### src/rtl/pmr_pkg.sv
package pmr_pkg;

    localparam int PW_BITS    = 2;
    localparam int PAGE_WORDS = 1 << PW_BITS;

    typedef enum logic [2:0] {
        ST_IDLE  = 3'd0,
        ST_FULL  = 3'd1,
        ST_PAGE  = 3'd2,
        ST_HOLD  = 3'd3,
        ST_SLEEP = 3'd4
    } pmr_state_e;

    function automatic int max3(input int a, input int b, input int c);
        int m;
        m = (a > b) ? a : b;
        return (m > c) ? m : c;
    endfunction

endpackage

### src/rtl/pmr_outsel.sv
module pmr_outsel
    import pmr_pkg::*;
#(
    parameter int AW = 10,
    parameter int DW = 16
) (
    input  logic [AW+1:0]             key,
    input  logic [PAGE_WORDS*DW-1:0]  buf_data,
    input  logic                      ce,
    input  logic                      oe,
    output logic [DW-1:0]             sel_data,
    output logic [DW-1:0]             doe
);
    localparam int HW = DW / 2;

    logic [PW_BITS-1:0] wsel;
    logic [DW-1:0]      word;
    logic               byte_m;
    logic               bsel;

    assign wsel   = key[PW_BITS-1:0];
    assign byte_m = key[AW+1];
    assign bsel   = key[AW];
    assign word   = buf_data[wsel*DW +: DW];

    always_comb begin
        if (byte_m)
            sel_data = {{HW{1'b0}}, (bsel ? word[DW-1:HW] : word[HW-1:0])};
        else
            sel_data = word;
    end

    for (genvar g = 0; g < DW; g++) begin : g_lane
        if (g < HW) begin : g_low
            assign doe[g] = ce & oe;
        end else begin : g_high
            assign doe[g] = ce & oe & ~byte_m;
        end
    end

endmodule

### src/rtl/pmr_fetch.sv
module pmr_fetch
    import pmr_pkg::*;
#(
    parameter int AW = 10,
    parameter int DW = 16
) (
    input  logic                      clk,
    input  logic                      rst_n,
    input  logic                      start,
    input  logic                      kill,
    input  logic                      arr_wr,
    input  logic [AW-PW_BITS-1:0]     fpage,
    input  logic                      arr_ack,
    input  logic [PAGE_WORDS*DW-1:0]  arr_rdata,
    output logic                      arr_req,
    output logic [AW-PW_BITS-1:0]     arr_page,
    output logic                      buf_valid,
    output logic [AW-PW_BITS-1:0]     buf_page,
    output logic [PAGE_WORDS*DW-1:0]  buf_data
);
    localparam int PGW = AW - PW_BITS;

    logic           pend_q;
    logic           infl_q;
    logic           stale_q;
    logic [PGW-1:0] want_q;

    always_ff @(posedge clk) begin
        if (!rst_n) begin
            pend_q    <= 1'b0;
            infl_q    <= 1'b0;
            stale_q   <= 1'b0;
            want_q    <= '0;
            arr_req   <= 1'b0;
            arr_page  <= '0;
            buf_valid <= 1'b0;
            buf_page  <= '0;
            buf_data  <= '0;
        end else begin
            arr_req <= 1'b0;
            if (arr_ack) begin
                infl_q  <= 1'b0;
                stale_q <= 1'b0;
                if (!stale_q && !start && !kill && !arr_wr) begin
                    buf_data  <= arr_rdata;
                    buf_valid <= 1'b1;
                    buf_page  <= arr_page;
                end
            end
            if (pend_q && !infl_q && !start && !kill) begin
                arr_req  <= 1'b1;
                arr_page <= want_q;
                infl_q   <= 1'b1;
                pend_q   <= 1'b0;
            end
            if (arr_wr) begin
                buf_valid <= 1'b0;
                stale_q   <= infl_q & ~arr_ack;
            end
            if (start) begin
                pend_q    <= 1'b1;
                want_q    <= fpage;
                stale_q   <= infl_q & ~arr_ack;
                buf_valid <= 1'b0;
            end
            if (kill) begin
                pend_q    <= 1'b0;
                stale_q   <= infl_q & ~arr_ack;
                buf_valid <= 1'b0;
            end
        end
    end

endmodule

### src/rtl/pmr_ctrl.sv
module pmr_ctrl
    import pmr_pkg::*;
#(
    parameter int AW        = 10,
    parameter int DW        = 16,
    parameter int FULL_LAT  = 9,
    parameter int PAGE_LAT  = 3,
    parameter int SLEEP_LAT = 3
) (
    input  logic                  clk,
    input  logic                  rst_n,
    input  logic                  ce,
    input  logic [AW+1:0]         key,
    input  logic                  arr_wr,
    input  logic                  buf_valid,
    input  logic [AW-PW_BITS-1:0] buf_page,
    input  logic [DW-1:0]         sel_data,
    output logic                  start,
    output logic                  kill,
    output logic                  valid,
    output logic                  sleep,
    output logic [DW-1:0]         dout_q
);
    localparam int PGW  = AW - PW_BITS;
    localparam int KW   = AW + 2;
    localparam int CMAX = max3(FULL_LAT, PAGE_LAT, SLEEP_LAT);
    localparam int CW   = $clog2(CMAX + 1);
    localparam logic [CW-1:0] FULL_END  = CW'(FULL_LAT - 1);
    localparam logic [CW-1:0] PAGE_END  = CW'(PAGE_LAT - 1);
    localparam logic [CW-1:0] SLEEP_END = CW'(SLEEP_LAT - 1);

    pmr_state_e     st_q, st_d;
    logic [CW-1:0]  cnt_q;
    logic           restart;
    logic [KW-1:0]  key_q;
    logic [PGW-1:0] tgt_q;
    logic [PGW-1:0] page;
    logic           chg, hit, newpg;

    assign page  = key[AW-1:PW_BITS];
    assign chg   = (key != key_q);
    assign hit   = buf_valid && !arr_wr && (page == buf_page);
    assign newpg = (page != tgt_q);

    always_comb begin
        st_d    = st_q;
        restart = 1'b0;
        start   = 1'b0;
        kill    = 1'b0;
        if (!ce) begin
            st_d    = ST_IDLE;
            kill    = 1'b1;
            restart = 1'b1;
        end else begin
            unique case (st_q)
                ST_IDLE: begin
                    st_d    = ST_FULL;
                    start   = 1'b1;
                    restart = 1'b1;
                end
                ST_FULL: begin
                    if (chg && newpg) begin
                        start   = 1'b1;
                        restart = 1'b1;
                    end else if (arr_wr) begin
                        start = 1'b1;
                    end else if (cnt_q >= FULL_END && buf_valid) begin
                        st_d    = ST_HOLD;
                        restart = 1'b1;
                    end
                end
                ST_PAGE, ST_HOLD, ST_SLEEP: begin
                    if (chg || (st_q == ST_PAGE && arr_wr)) begin
                        restart = 1'b1;
                        if (hit) begin
                            st_d = ST_PAGE;
                        end else begin
                            st_d  = ST_FULL;
                            start = 1'b1;
                        end
                    end else if (st_q == ST_PAGE && cnt_q >= PAGE_END) begin
                        st_d    = ST_HOLD;
                        restart = 1'b1;
                    end else if (st_q == ST_HOLD && cnt_q >= SLEEP_END) begin
                        st_d    = ST_SLEEP;
                        restart = 1'b1;
                    end
                end
                default: st_d = ST_IDLE;
            endcase
        end
    end

    // state register and its counters
    always_ff @(posedge clk) begin
        if (!rst_n) begin
            st_q  <= ST_IDLE;
            cnt_q <= '0;
            key_q <= '0;
            tgt_q <= '0;
        end else begin
            st_q  <= st_d;
            key_q <= key;
            if (restart)
                cnt_q <= '0;
            else if (cnt_q != '1)
                cnt_q <= cnt_q + 1'b1;
            if (restart && ce)
                tgt_q <= page;
        end
    end

    // output register: data latched on entry to the valid state
    always_ff @(posedge clk) begin
        if (!rst_n) begin
            dout_q <= '0;
        end else if (st_d == ST_HOLD && (st_q == ST_FULL || st_q == ST_PAGE)) begin
            dout_q <= sel_data;
        end
    end

    assign valid = (st_q == ST_HOLD) || (st_q == ST_SLEEP);
    assign sleep = (st_q == ST_SLEEP);

endmodule

### src/rtl/pmr_accel.sv
module pmr_accel
    import pmr_pkg::*;
#(
    parameter int AW        = 10,
    parameter int DW        = 16,
    parameter int FULL_LAT  = 9,
    parameter int PAGE_LAT  = 3,
    parameter int SLEEP_LAT = 3
) (
    input  logic                      clk,
    input  logic                      rst_n,
    input  logic                      h_ce,
    input  logic                      h_oe,
    input  logic                      h_byte,
    input  logic                      h_bsel,
    input  logic [AW-1:0]             h_addr,
    output logic [DW-1:0]             h_dout,
    output logic [DW-1:0]             h_doe,
    output logic                      h_valid,
    output logic                      h_sleep,
    output logic                      arr_req,
    output logic [AW-PW_BITS-1:0]     arr_page,
    input  logic                      arr_ack,
    input  logic [PAGE_WORDS*DW-1:0]  arr_rdata,
    input  logic                      arr_wr
);
    localparam int PGW = AW - PW_BITS;

    logic [AW+1:0]            key;
    logic                     start, kill, buf_valid;
    logic [PGW-1:0]           buf_page;
    logic [PAGE_WORDS*DW-1:0] buf_data;
    logic [DW-1:0]            sel_data, dout_q;

    assign key = {h_byte, h_bsel, h_addr};

    pmr_ctrl #(
        .AW(AW), .DW(DW), .FULL_LAT(FULL_LAT),
        .PAGE_LAT(PAGE_LAT), .SLEEP_LAT(SLEEP_LAT)
    ) u_ctrl (
        .clk(clk), .rst_n(rst_n), .ce(h_ce), .key(key), .arr_wr(arr_wr),
        .buf_valid(buf_valid), .buf_page(buf_page), .sel_data(sel_data),
        .start(start), .kill(kill), .valid(h_valid), .sleep(h_sleep),
        .dout_q(dout_q)
    );

    pmr_fetch #(.AW(AW), .DW(DW)) u_fetch (
        .clk(clk), .rst_n(rst_n), .start(start), .kill(kill),
        .arr_wr(arr_wr), .fpage(h_addr[AW-1:PW_BITS]),
        .arr_ack(arr_ack), .arr_rdata(arr_rdata),
        .arr_req(arr_req), .arr_page(arr_page),
        .buf_valid(buf_valid), .buf_page(buf_page), .buf_data(buf_data)
    );

    pmr_outsel #(.AW(AW), .DW(DW)) u_outsel (
        .key(key), .buf_data(buf_data), .ce(h_ce), .oe(h_oe),
        .sel_data(sel_data), .doe(h_doe)
    );

    assign h_dout = dout_q & h_doe;

endmodule

### config.mk
export PLATFORM = sky130hd
export DESIGN_NAME = pmr_accel
export DESIGN_NICKNAME = d
export VERILOG_FILES = /design/src/rtl/pmr_pkg.sv /design/src/rtl/pmr_outsel.sv /design/src/rtl/pmr_fetch.sv /design/src/rtl/pmr_ctrl.sv /design/src/rtl/pmr_accel.sv
export SDC_FILE = /design/constraint.sdc
export NUM_CORES = 1
export LEC_CHECK = 0
export BUFFER_PORTS_ARGS = -buffer_cell sky130_fd_sc_hd__buf_2
export CAP_MARGIN = 10
export CORE_ASPECT_RATIO = 0.75
export CORE_MARGIN = 2
export CORE_UTILIZATION = 50
export CTS_BUF_LIST = sky130_fd_sc_hd__clkbuf_8 sky130_fd_sc_hd__clkbuf_16
export CTS_CLUSTER_DIAMETER = 40
export DETAILED_ROUTE_END_ITERATION = 10
export PLACE_DENSITY = 0.81
export SYNTH_ARGS = -nofsm -noshare
export SYNTH_HDL_FRONTEND = slang
export SYNTH_SLANG_ARGS = --single-unit
### constraint.sdc
create_clock -name clk -period 3.2 [get_ports clk]
set_input_delay 0.32 -clock clk [delete_from_list [all_inputs] [get_ports clk]]
set_output_delay 0.32 -clock clk [all_outputs]
set_load 0.03 [all_outputs]
Word-level counts from Yosys, hierarchy flattened
Cells that the tools add are included.
- logic and storage cells: 99
- bits in latches: 0
- bits of input ports: 82
- ROM bits: 0
- output and inout port bits: 43
- flip-flop bits (word level): 136
- memories kept: 0
- RAM bits: 0
- add/subtract/negate cells: 1
- multiply operators: 0
- eq/ne operators: 10
- multiplexer cells: 33
- div/mod/pow operators: 0
- reductions and logical operators: 30
- magnitude comparators: 2
- shift-type cells: 1
- bitwise gates (word level): 8
- operators by type and width (cell ; number):
    $shiftx A64 B7 Y16 ; 1
    $mux W3 ; 7
    $mux W1 ; 20
    $and A16 B16 Y16 ; 1
    $mux W16 ; 1
    $logic_and A1 B1 Y1 ; 15
    $ne A12 B12 Y1 ; 1
    $eq A3 B2 Y1 const B ; 3
    $pmux W3 S3 ; 1
    $eq A8 B8 Y1 ; 1
    $mux W8 ; 1
    $ne A8 B8 Y1 ; 1
    $pmux W1 S3 ; 2
    $add A4 B1 Y4 const B ; 1
    $ge A4 B2 Y1 const B ; 1
    $ge A4 B4 Y1 const B ; 1
    $logic_not A1 Y1 ; 4
    $ne A4 B1 Y1 const B ; 1
    $ne A4 B4 Y1 const B ; 1
    $not A1 Y1 ; 4
    $reduce_and A2 Y1 ; 2
    $reduce_bool A2 Y1 ; 2
    $reduce_or A4 Y1 ; 1
    $and A1 B1 Y1 ; 3
    other kinds (7) ; 9

Longest topological paths before layout
Gate-level depths: netlist of run 1.
- word-level depth: 12
- depth in mapped cells: 10
- gate-level depth less buffers: 7

By module
A second synthesis of run 1 with hierarchy kept.
- cells, all modules: 734
- area, all modules: 6646.4 µm²
- by module, submodules not included (module ; instances ; cells each ; area each (µm²) ; sequential area each (µm²)):
    pmr_fetch ; 1 ; 391 ; 3714.8 ; 1861.8
    pmr_ctrl ; 1 ; 238 ; 2098.3 ; 860.8
    pmr_outsel ; 1 ; 89 ; 733.2 ; 0.0
    pmr_accel ; 1 ; 16 ; 100.1 ; 0.0

Worst setup path before layout of run 1
OpenSTA, ideal clock, no wires.
- kind: in2reg
- start: in h_addr[2]
- end: reg u_fetch.buf_data[0]
- setup time: 120 ps
- cell stages on the path: 10
- data required time: 3080 ps
- arrival time: 2329 ps
- slack: 752 ps
- path buffers: 3
- cells stage by stage: buf_2 > xnor2_2 > nand4_2 > or3_4 > a21oi_2 > o22ai_1 > or4b_1 > buf_6 > buf_6 > mux2i_1
- longest elaborated chain between the ends: 11
- elaborated cells on any way between the ends: 16
- classes of those cells: eq/ne (3); mux (5); reduce/logical (8)
- ends and longest elaborated chain (item ; RTL line ; text):
    start: declaration ; pmr_accel.sv:16 ; input logic [AW-1:0] h_addr,
    $eq A8 B8 Y1 ; pmr_ctrl.sv:42 ; assign hit = buf_valid && !arr_wr && (page == buf_page);
    $logic_and A1 B1 Y1 ; pmr_ctrl.sv:42 ;
    $mux W1 ; pmr_ctrl.sv:75 ; if (hit) begin
    $mux W1 ; pmr_ctrl.sv:73 ; if (chg || (st_q == ST_PAGE && arr_wr)) begin
    $pmux W1 S3 (*) ; pmr_ctrl.sv:55 ; unique case (st_q)
    $mux W1 (*) ; pmr_ctrl.sv:50 ; if (!ce) begin
    $logic_not A1 Y1 (*) ; pmr_fetch.sv:44 ; if (!stale_q && !start && !kill && !arr_wr) begin
    $logic_and A1 B1 Y1 (*) (3 in series) ; pmr_fetch.sv:44 ;
    $reduce_and A2 Y1 (no source line) (*) ; -- ;
    end signal: assignment ; pmr_fetch.sv:45 ; buf_data <= arr_rdata;
    end: declaration ; pmr_fetch.sv:19 ; output logic [PAGE_WORDS*DW-1:0] buf_data
Mark *: on every way between the ends. The rest lies on a longest branch, timed or not.
A chain may end at the register's enable or synchronous reset.

Final worst setup path of run 1
- start: reg u_ctrl.tgt_q[5]
- end: reg u_fetch.buf_data[1]
- longest elaborated chain between the ends: 10
- ends and longest elaborated chain (item ; RTL line ; text):
    start: declaration ; pmr_ctrl.sv:36 ; logic [PGW-1:0] tgt_q;
    start signal: assignment ; pmr_ctrl.sv:109 ; tgt_q <= page;
    $ne A8 B8 Y1 ; pmr_ctrl.sv:43 ; assign newpg = (page != tgt_q);
    $logic_and A1 B1 Y1 ; pmr_ctrl.sv:62 ; if (chg && newpg) begin
    $mux W1 ; pmr_ctrl.sv:62 ;
    $pmux W1 S3 ; pmr_ctrl.sv:55 ;
    $mux W1 ; pmr_ctrl.sv:50 ;
    $logic_not A1 Y1 ; pmr_fetch.sv:44 ;
    $logic_and A1 B1 Y1 (3 in series) ; pmr_fetch.sv:44 ;
    $reduce_and A2 Y1 (no source line) ; -- ;
Every way passes these cells.

==> impl_metrics.tcl, run 1 <==
set metrics [dict create \
    status "complete, no violations" \
    drive_above_1_share_pct 24.7 \
    cp_slowest_cell "nor4_1" \
    ys_seq_area_share_pct 41.8 \
    final_nets 859 \
    async_flop_share_pct 0 \
    grt_pass1_vias 4677 \
    min_period_ps 2860 \
    antenna_found_initial 0 \
    ant_nets 0 \
    clkPwrFrac_pct 46.6 \
    track_usage_pct 22.0 \
    maxCapViolations 0 \
    postSynthNetCount 772 \
    grt_pass1_wl_um 23700 \
    clockRootBuffer "clkbuf_16" \
    postCtsSetupBuffers 0 \
    dp.final_hpwl_um 10300 \
    grt_max_degree 176 \
    p_per_area_nw_per_um2 519 \
    cts-resized-gates 0 \
    swShare_pct 25.0 \
    whs_ps 133 \
    seq_area_um2 2720 \
    hp-class "in -> reg" \
    synth_cells 688 \
    worst_pin_slew_ps 750 \
    criticalPathCategory "reg -> reg" \
    fin_cells 958 \
    syn_to_final_growth_pct 16.1 \
    max_freq_ghz 0.350 \
    cts_tree "done" \
    p_comb_share_pct 8.5 \
    die-area_um2 14000 \
    setup_viol 0 \
    fillers 1113 \
    tns_ps 0 \
    clk_pin_slew_ps 60 \
    synth_area_leaders "dfxtp_1 (42%), mux2i_1 (18%), nand2_1 (10%), mux4_2 (5.5%), buf_6 (2.6%)" \
    slew_viol_final 0 \
    dp.cells 927 \
    htreeDepth 4 \
    vias_per_cell 5.25 \
    dr.pass1.iters 5 \
    portBuffers 124 \
    ios 125 \
    startpoint_type "register" \
    cp_slowest_stage_delay_ps 560 \
    ys_ff_latch 136 \
    vdd_ir_drop_max_mv 0.394 \
    gp_congestion 0.932 \
    clk_path_buf_depth 2 \
    diodes 0 \
    p_seq_share_pct 44.8 \
    critPathCaptureType "register" \
    synth_top_cell_area_share_pct 41.8 \
    p_int_mw 2.94 \
    wirelength_um 14900 \
    wl_per_cell_um 15.6 \
    drt_iter0_drc 398 \
    die_height_um 103 \
    vias 5030 \
    cts-buffers-inserted 17 \
    dieWidth_um 136 \
    maxSlewHeadroom_pct 49.9 \
    final-hold-violation-count 0 \
    cts_hold_repair.buffers 0 \
    path_cells "xor2_1, nor4_1, nand2_1, a21oi_2, o22ai_1, or4b_4, buf_4, mux2i_1" \
    syn_area_per_cell_um2 9.46 \
    netlist.top_cell.by_area "dfxtp_1" \
    critPathMaxFanout 41 \
    rsz0062_at_grt "false" \
    yosysMostFrequentCell "nand2_1" \
    p_switching_mw 0.980 \
    multiInputGateArea_um2 3360 \
    leakage_nw 3.69 \
    design.core.area_um2 12800 \
    ys.flop_type "dfxtp_1" \
    netlist_area_um2 6510 \
    synth_common_cells "nand2_1 (179), dfxtp_1 (136), mux2i_1 (114)" \
    synth_edf_count 0 \
    grt-ovfl-total 0 \
    worst_clock_skew_ps 12.3 \
    reg2reg_slack_ps 340 \
    clk_latency_ps 420 \
    route.detailed.drc 0 \
    finalCritPeriodShare_pct 89.4 \
    start_util_pct 50.7 \
    required_ps 3470 \
    clock_sinks 136 \
    ys_warn_count 0 \
    arrival_ps 3130 \
    rows 36 \
    yosysUniqueCellTypes 45 \
]
## placed cells by master (no fill, tap or decap), drive strengths merged, types with 4 or more instances in the layout
master | Yosys | final
mux2i | 114 | 114
nor4 | 6 | 6
nor2 | 33 | 33
nor2b | 4 | 4
a211oi | 10 | 10
inv | 6 | 9
xnor2 | 14 | 14
a21oi | 16 | 16
and2 | 23 | 23
nor3 | 7 | 7
buf | 36 | 131
nand3 | 6 | 6
clkinv | 0 | 7
xor2 | 16 | 16
mux4 | 16 | 16
clkbuf | 27 | 17
nand4 | 5 | 5
nand2 | 179 | 179
and3 | 8 | 8
dfxtp | 136 | 136
## through the flow
step	instance area [um2]	setup slack (ps)	power, mW	utilization (%)
6_report	7560	341	3.92	58.9
4_1_cts	7560	421	3.94	58.9
5_1_grt	7560	265	4.05	58.9
3_5_place_dp	7000	349	2.13	54.6
2_1_floorplan	6510	752	2.03	-
3_3_place_gp	7000	396	2.12	54.6
## power by group through the flow
stage	clock, mW	combinational, mW	sequential [mW]
2_1_floorplan	0	0.247	1.79
6_report	1.83	0.334	1.76
4_1_cts	1.85	0.334	1.76
5_1_grt	1.93	0.363	1.76
3_3_place_gp	0	0.329	1.79
3_5_place_dp	0	0.332	1.79
## critical path: cells and delay by family (launching register included)
kind / cells / cell delay (ps)
simple gates: 3 / 1280
compound gates: 2 / 360
flops: 1 / 330
buf+inv: 1 / 350
xor+xnor: 1 / 170
mux: 1 / 200
## logic make-up (layout without fill, tap and decap cells)
group	Yosys count	count (layout)	share of synthesized area (%)
AND/OR/NAND/NOR	281	281	19.4
flip-flops	136	136	41.8
multiplexers	130	130	23.1
buffers and inverters	69	168	6.63
AO/OA/AOI/OAI	40	40	4.08
XOR/XNOR	30	30	4.61
adder cells (fa/ha/maj)	2	2	0.384
## cell type report
cell class	count	share of cell area, %
Clock buffer	17	5.63
Multi-Input combinational cell	483	44.4
Inverter	6	0.298
Tap cell	171	2.83
Timing Repair Buffer	131	9.11
Sequential cell	136	36.0
Clock inverter	14	1.69
## routing by layer
metal | vias up | wire (um) | share of wire (%) | track usage (%)
li1 | 2480 | - | - | -
met4 | 0 | 136 | 0.91 | 6.65
met3 | 21 | 1100 | 7.4 | 6.05
met1 | 2328 | 7360 | 49 | 32.0
met2 | 201 | 6320 | 42 | 31.9
met5 | - | 0 | 0 | 0
## final timing paths
check / from / cells after the start / end
worst max-delay path: u_ctrl.tgt_q[5]$_SDFFE_PN0P_ / 8 / u_fetch.buf_data[1]$_SDFFE_PN0P_
worst max register to register: u_ctrl.tgt_q[5]$_SDFFE_PN0P_ / 8 / u_fetch.buf_data[1]$_SDFFE_PN0P_
worst min-delay path: arr_rdata[40] / 3 / u_fetch.buf_data[40]$_SDFFE_PN0P_
worst min register to register: u_ctrl.dout_q[9]$_SDFFE_PN0P_ / 2 / u_ctrl.dout_q[9]$_SDFFE_PN0P_
## flip-flops by register name (all words and copies together) (netlist names)
register,cells
u_fetch.want_q,8
u_fetch.stale_q,1
u_fetch.buf_valid,1
u_fetch.arr_req,1
u_ctrl.st_q,3
u_fetch.buf_page,8
u_fetch.infl_q,1
u_ctrl.tgt_q,8
u_fetch.buf_data,64
u_fetch.pend_q,1
u_fetch.arr_page,8
u_ctrl.key_q,12
u_ctrl.dout_q,16
u_ctrl.cnt_q,4
(Power assumes the default switching activity.)
==> run 2: changes to the inputs <==
Settings changed: ABC_AREA from default to 1, BUFFER_PORTS_ARGS -buffer_cell sky130_fd_sc_hd__buf_2 to -buffer_cell sky130_fd_sc_hd__buf_4, PLACE_DENSITY 0.81 to 0.8, SETUP_SLACK_MARGIN from default to 0.2.
==> run 2 against run 1 <==
Net effect: clock skew fell by 3.8 ps; critical path depth rose by 6; cell area rose by 20%; sequential power barely moved; count of clock-buffer cells in the layout did not move; maximum frequency rose by 20%; flip-flop and latch count did not move; die area rose by 17%; final cell count rose by 60%; synthesized cell count rose by 81%; critical path type unchanged; highest routed layer unchanged.
==> impl_metrics.tcl, run 2 <==
set metrics [dict create \
    status "complete, no violations" \
    required_ps 3510 \
    postCtsSetupBuffers 0 \
    grt-ovfl-total 0 \
    startpoint_type "register" \
    drive_above_1_share_pct 16.2 \
    min_path_cells 3 \
    vias 7482 \
    placed_area_um2 8480 \
    yosysUniqueCellTypes 30 \
    wl_per_cell_um 12.8 \
    ant_nets 0 \
    die_height_um 111 \
    final-hold-violation-count 0 \
    hp-class "in -> reg" \
    regMostFlops "u_fetch.buf_data" \
    cts_hold_repair.buffers 0 \
    criticalPathCategory "reg -> reg" \
    netlist.top_cell.by_area "dfxtp_1" \
    p_per_area_nw_per_um2 459 \
    synth_area_leaders "dfxtp_1 (36%), inv_1 (14%), nand2_1 (13%), nor2_1 (9.0%), nand4_1 (6.2%)" \
    setup_viol 0 \
    postSynthNetCount 1331 \
    yosysMostFrequentCell "inv_1" \
    critPathCaptureType "register" \
    worst_clock_skew_ps 8.56 \
    diodes 0 \
    final_cell_mix "inv_1 (289), nand2_1 (269), nor2_1 (184)" \
    antenna_found_initial 0 \
    htreeDepth 4 \
    synth_edf_count 0 \
    synth_cells 1247 \
    drt_iter0_drc 781 \
    critPathMaxFanout 39 \
    largest_register_ff_count 64 \
    clk_latency_ps 420 \
    min_period_ps 2390 \
    wirelength_um 19600 \
    ys.flop_type "dfxtp_1" \
    rows 39 \
    ios 125 \
    arrival_ps 2700 \
    rsz0062_at_grt "false" \
    finalCritPeriodShare_pct 74.7 \
    leakage_nw 4.63 \
    slew_viol_final 0 \
    grt_pass1_wl_um 32300 \
    cts_tree "done" \
    syn_area_per_cell_um2 6.14 \
    route.detailed.drc 0 \
    track_usage_pct 24.2 \
    ys_ff_latch 136 \
    clockRootBuffer "clkbuf_16" \
    clock_sinks 136 \
    ys_warn_count 0 \
    synth_top_cell_area_share_pct 35.6 \
    clk_path_buf_depth 2 \
    setup_ws_ps 811 \
    final_nets 1402 \
    synth_common_cells "inv_1 (288), nand2_1 (270), nor2_1 (184)" \
    whs_ps 157 \
    ys_seq_area_share_pct 35.6 \
    dp.cells 1504 \
    reg_top3 "u_fetch.buf_data (64), u_ctrl.dout_q (16), u_ctrl.key_q (12)" \
    worst_pin_slew_ps 834 \
    final_common_cell "inv_1" \
    netlist_area_um2 7660 \
    maxCapViolations 0 \
    vdd_ir_drop_max_mv 0.405 \
    syn_to_final_growth_pct 18.1 \
    fin_cells 1535 \
    die-area_um2 16300 \
    tns_ps 0 \
    gp_congestion 0.861 \
    grt_pass1_vias 6643 \
    reg2reg_depth 14 \
    dr.pass1.iters 5 \
    clk_pin_slew_ps 60 \
    portBuffers 124 \
    vias_per_cell 4.87 \
    async_flop_share_pct 0 \
    max_freq_ghz 0.419 \
    preCtsSetupSlack_ps 464 \
    dp.final_hpwl_um 13500 \
    start_util_pct 50.8 \
    maxSlewHeadroom_pct 44.4 \
    dieWidth_um 147 \
    design.core.area_um2 15100 \
    fin_area_um2 9040 \
    cts-buffers-inserted 17 \
    cts-resized-gates 0 \
    grt_max_degree 76 \
]
run 2: cell types whose count changed after synthesis, sizes merged, moves of 23 or more:
cell	previous run	this run
o21ai	3	59
a21oi	16	52
nand4	5	77
inv	6	290
mux2i	114	0
nand2	179	310
and2	23	0
nor2	33	187
run 2: logic make-up (layout without fill, tap and decap cells):
kind of cell	after synthesis	after routing	synth area share, %
and+or+nand+nor	604	604	34.4
buffers and inverters	374	457	20.2
DFF	136	136	35.6
AOI/OAI and AO/OA	114	114	7.52
xor gates and xnor gates	17	17	1.94
adders and majority gates	2	2	0.327
run 2: path summary, 6_finish.rpt:
path / from / end / slack [ps]
max reg2reg: u_fetch.buf_valid$_SDFFE_PP0P_ / u_fetch.buf_data[0]$_SDFFE_PN0P_ / 810
max: u_fetch.buf_valid$_SDFFE_PP0P_ / u_fetch.buf_data[0]$_SDFFE_PN0P_ / 810
min: h_addr[3] / u_ctrl.key_q[3]$_SDFF_PN0_ / 160
min reg2reg: u_fetch.want_q[3]$_SDFFE_PN0P_ / u_fetch.arr_page[3]$_SDFFE_PN0P_ / 450
run 2: power breakdown:
part	internal (mW)	total, mW	switching (mW)
clock network	1.13	1.87	0.738
registers	1.74	1.76	0.0231
logic	0.191	0.514	0.323
total	3.06	4.15	1.08
run 2: final cells by class:
| cell class | instances | area (um2) |
|---|---|---|
| Clock inverter | 14 | 138 |
| Fill cell | 1417 | 6040 |
| Clock buffer | 17 | 425 |
| Tap cell | 205 | 256 |
| Multi-Input combinational cell | 737 | 3390 |
| Inverter | 291 | 1090 |
| Sequential cell | 136 | 2720 |
| Timing Repair Buffer | 135 | 1010 |
run 2: layer usage:
metal / GRT usage (%) / share of wire, % / up-vias
met2: 34.5 / 41 / 320
li1: - / - / 3844
met4: 7.31 / 1.4 / 0
met5: 0 / 0 / -
met3: 4.98 / 8.3 / 25
met1: 36.5 / 49 / 3293
run 2: metrics by stage:
stage               utilization (%)  power (mW)
global placement               56.2        2.29
detailed placement             56.2        2.30
finish                         60.0        4.15
global route                   60.0        4.31
floorplan                         -        2.14
CTS                            60.0        4.16
run 2: critical path, cell delays in order (launching register included):
cell and delay (ps):
dfxtp_1 300, inv_1 40, nor2_1 180, nand2_1 110
nor2_1 130, nand3_1 80, nor2_1 200, nor2_1 90
a21oi_1 120, nand2_1 70, nand2_2 190, buf_4 420
nand4_1 160, nand2_1 130, nor2_1 60
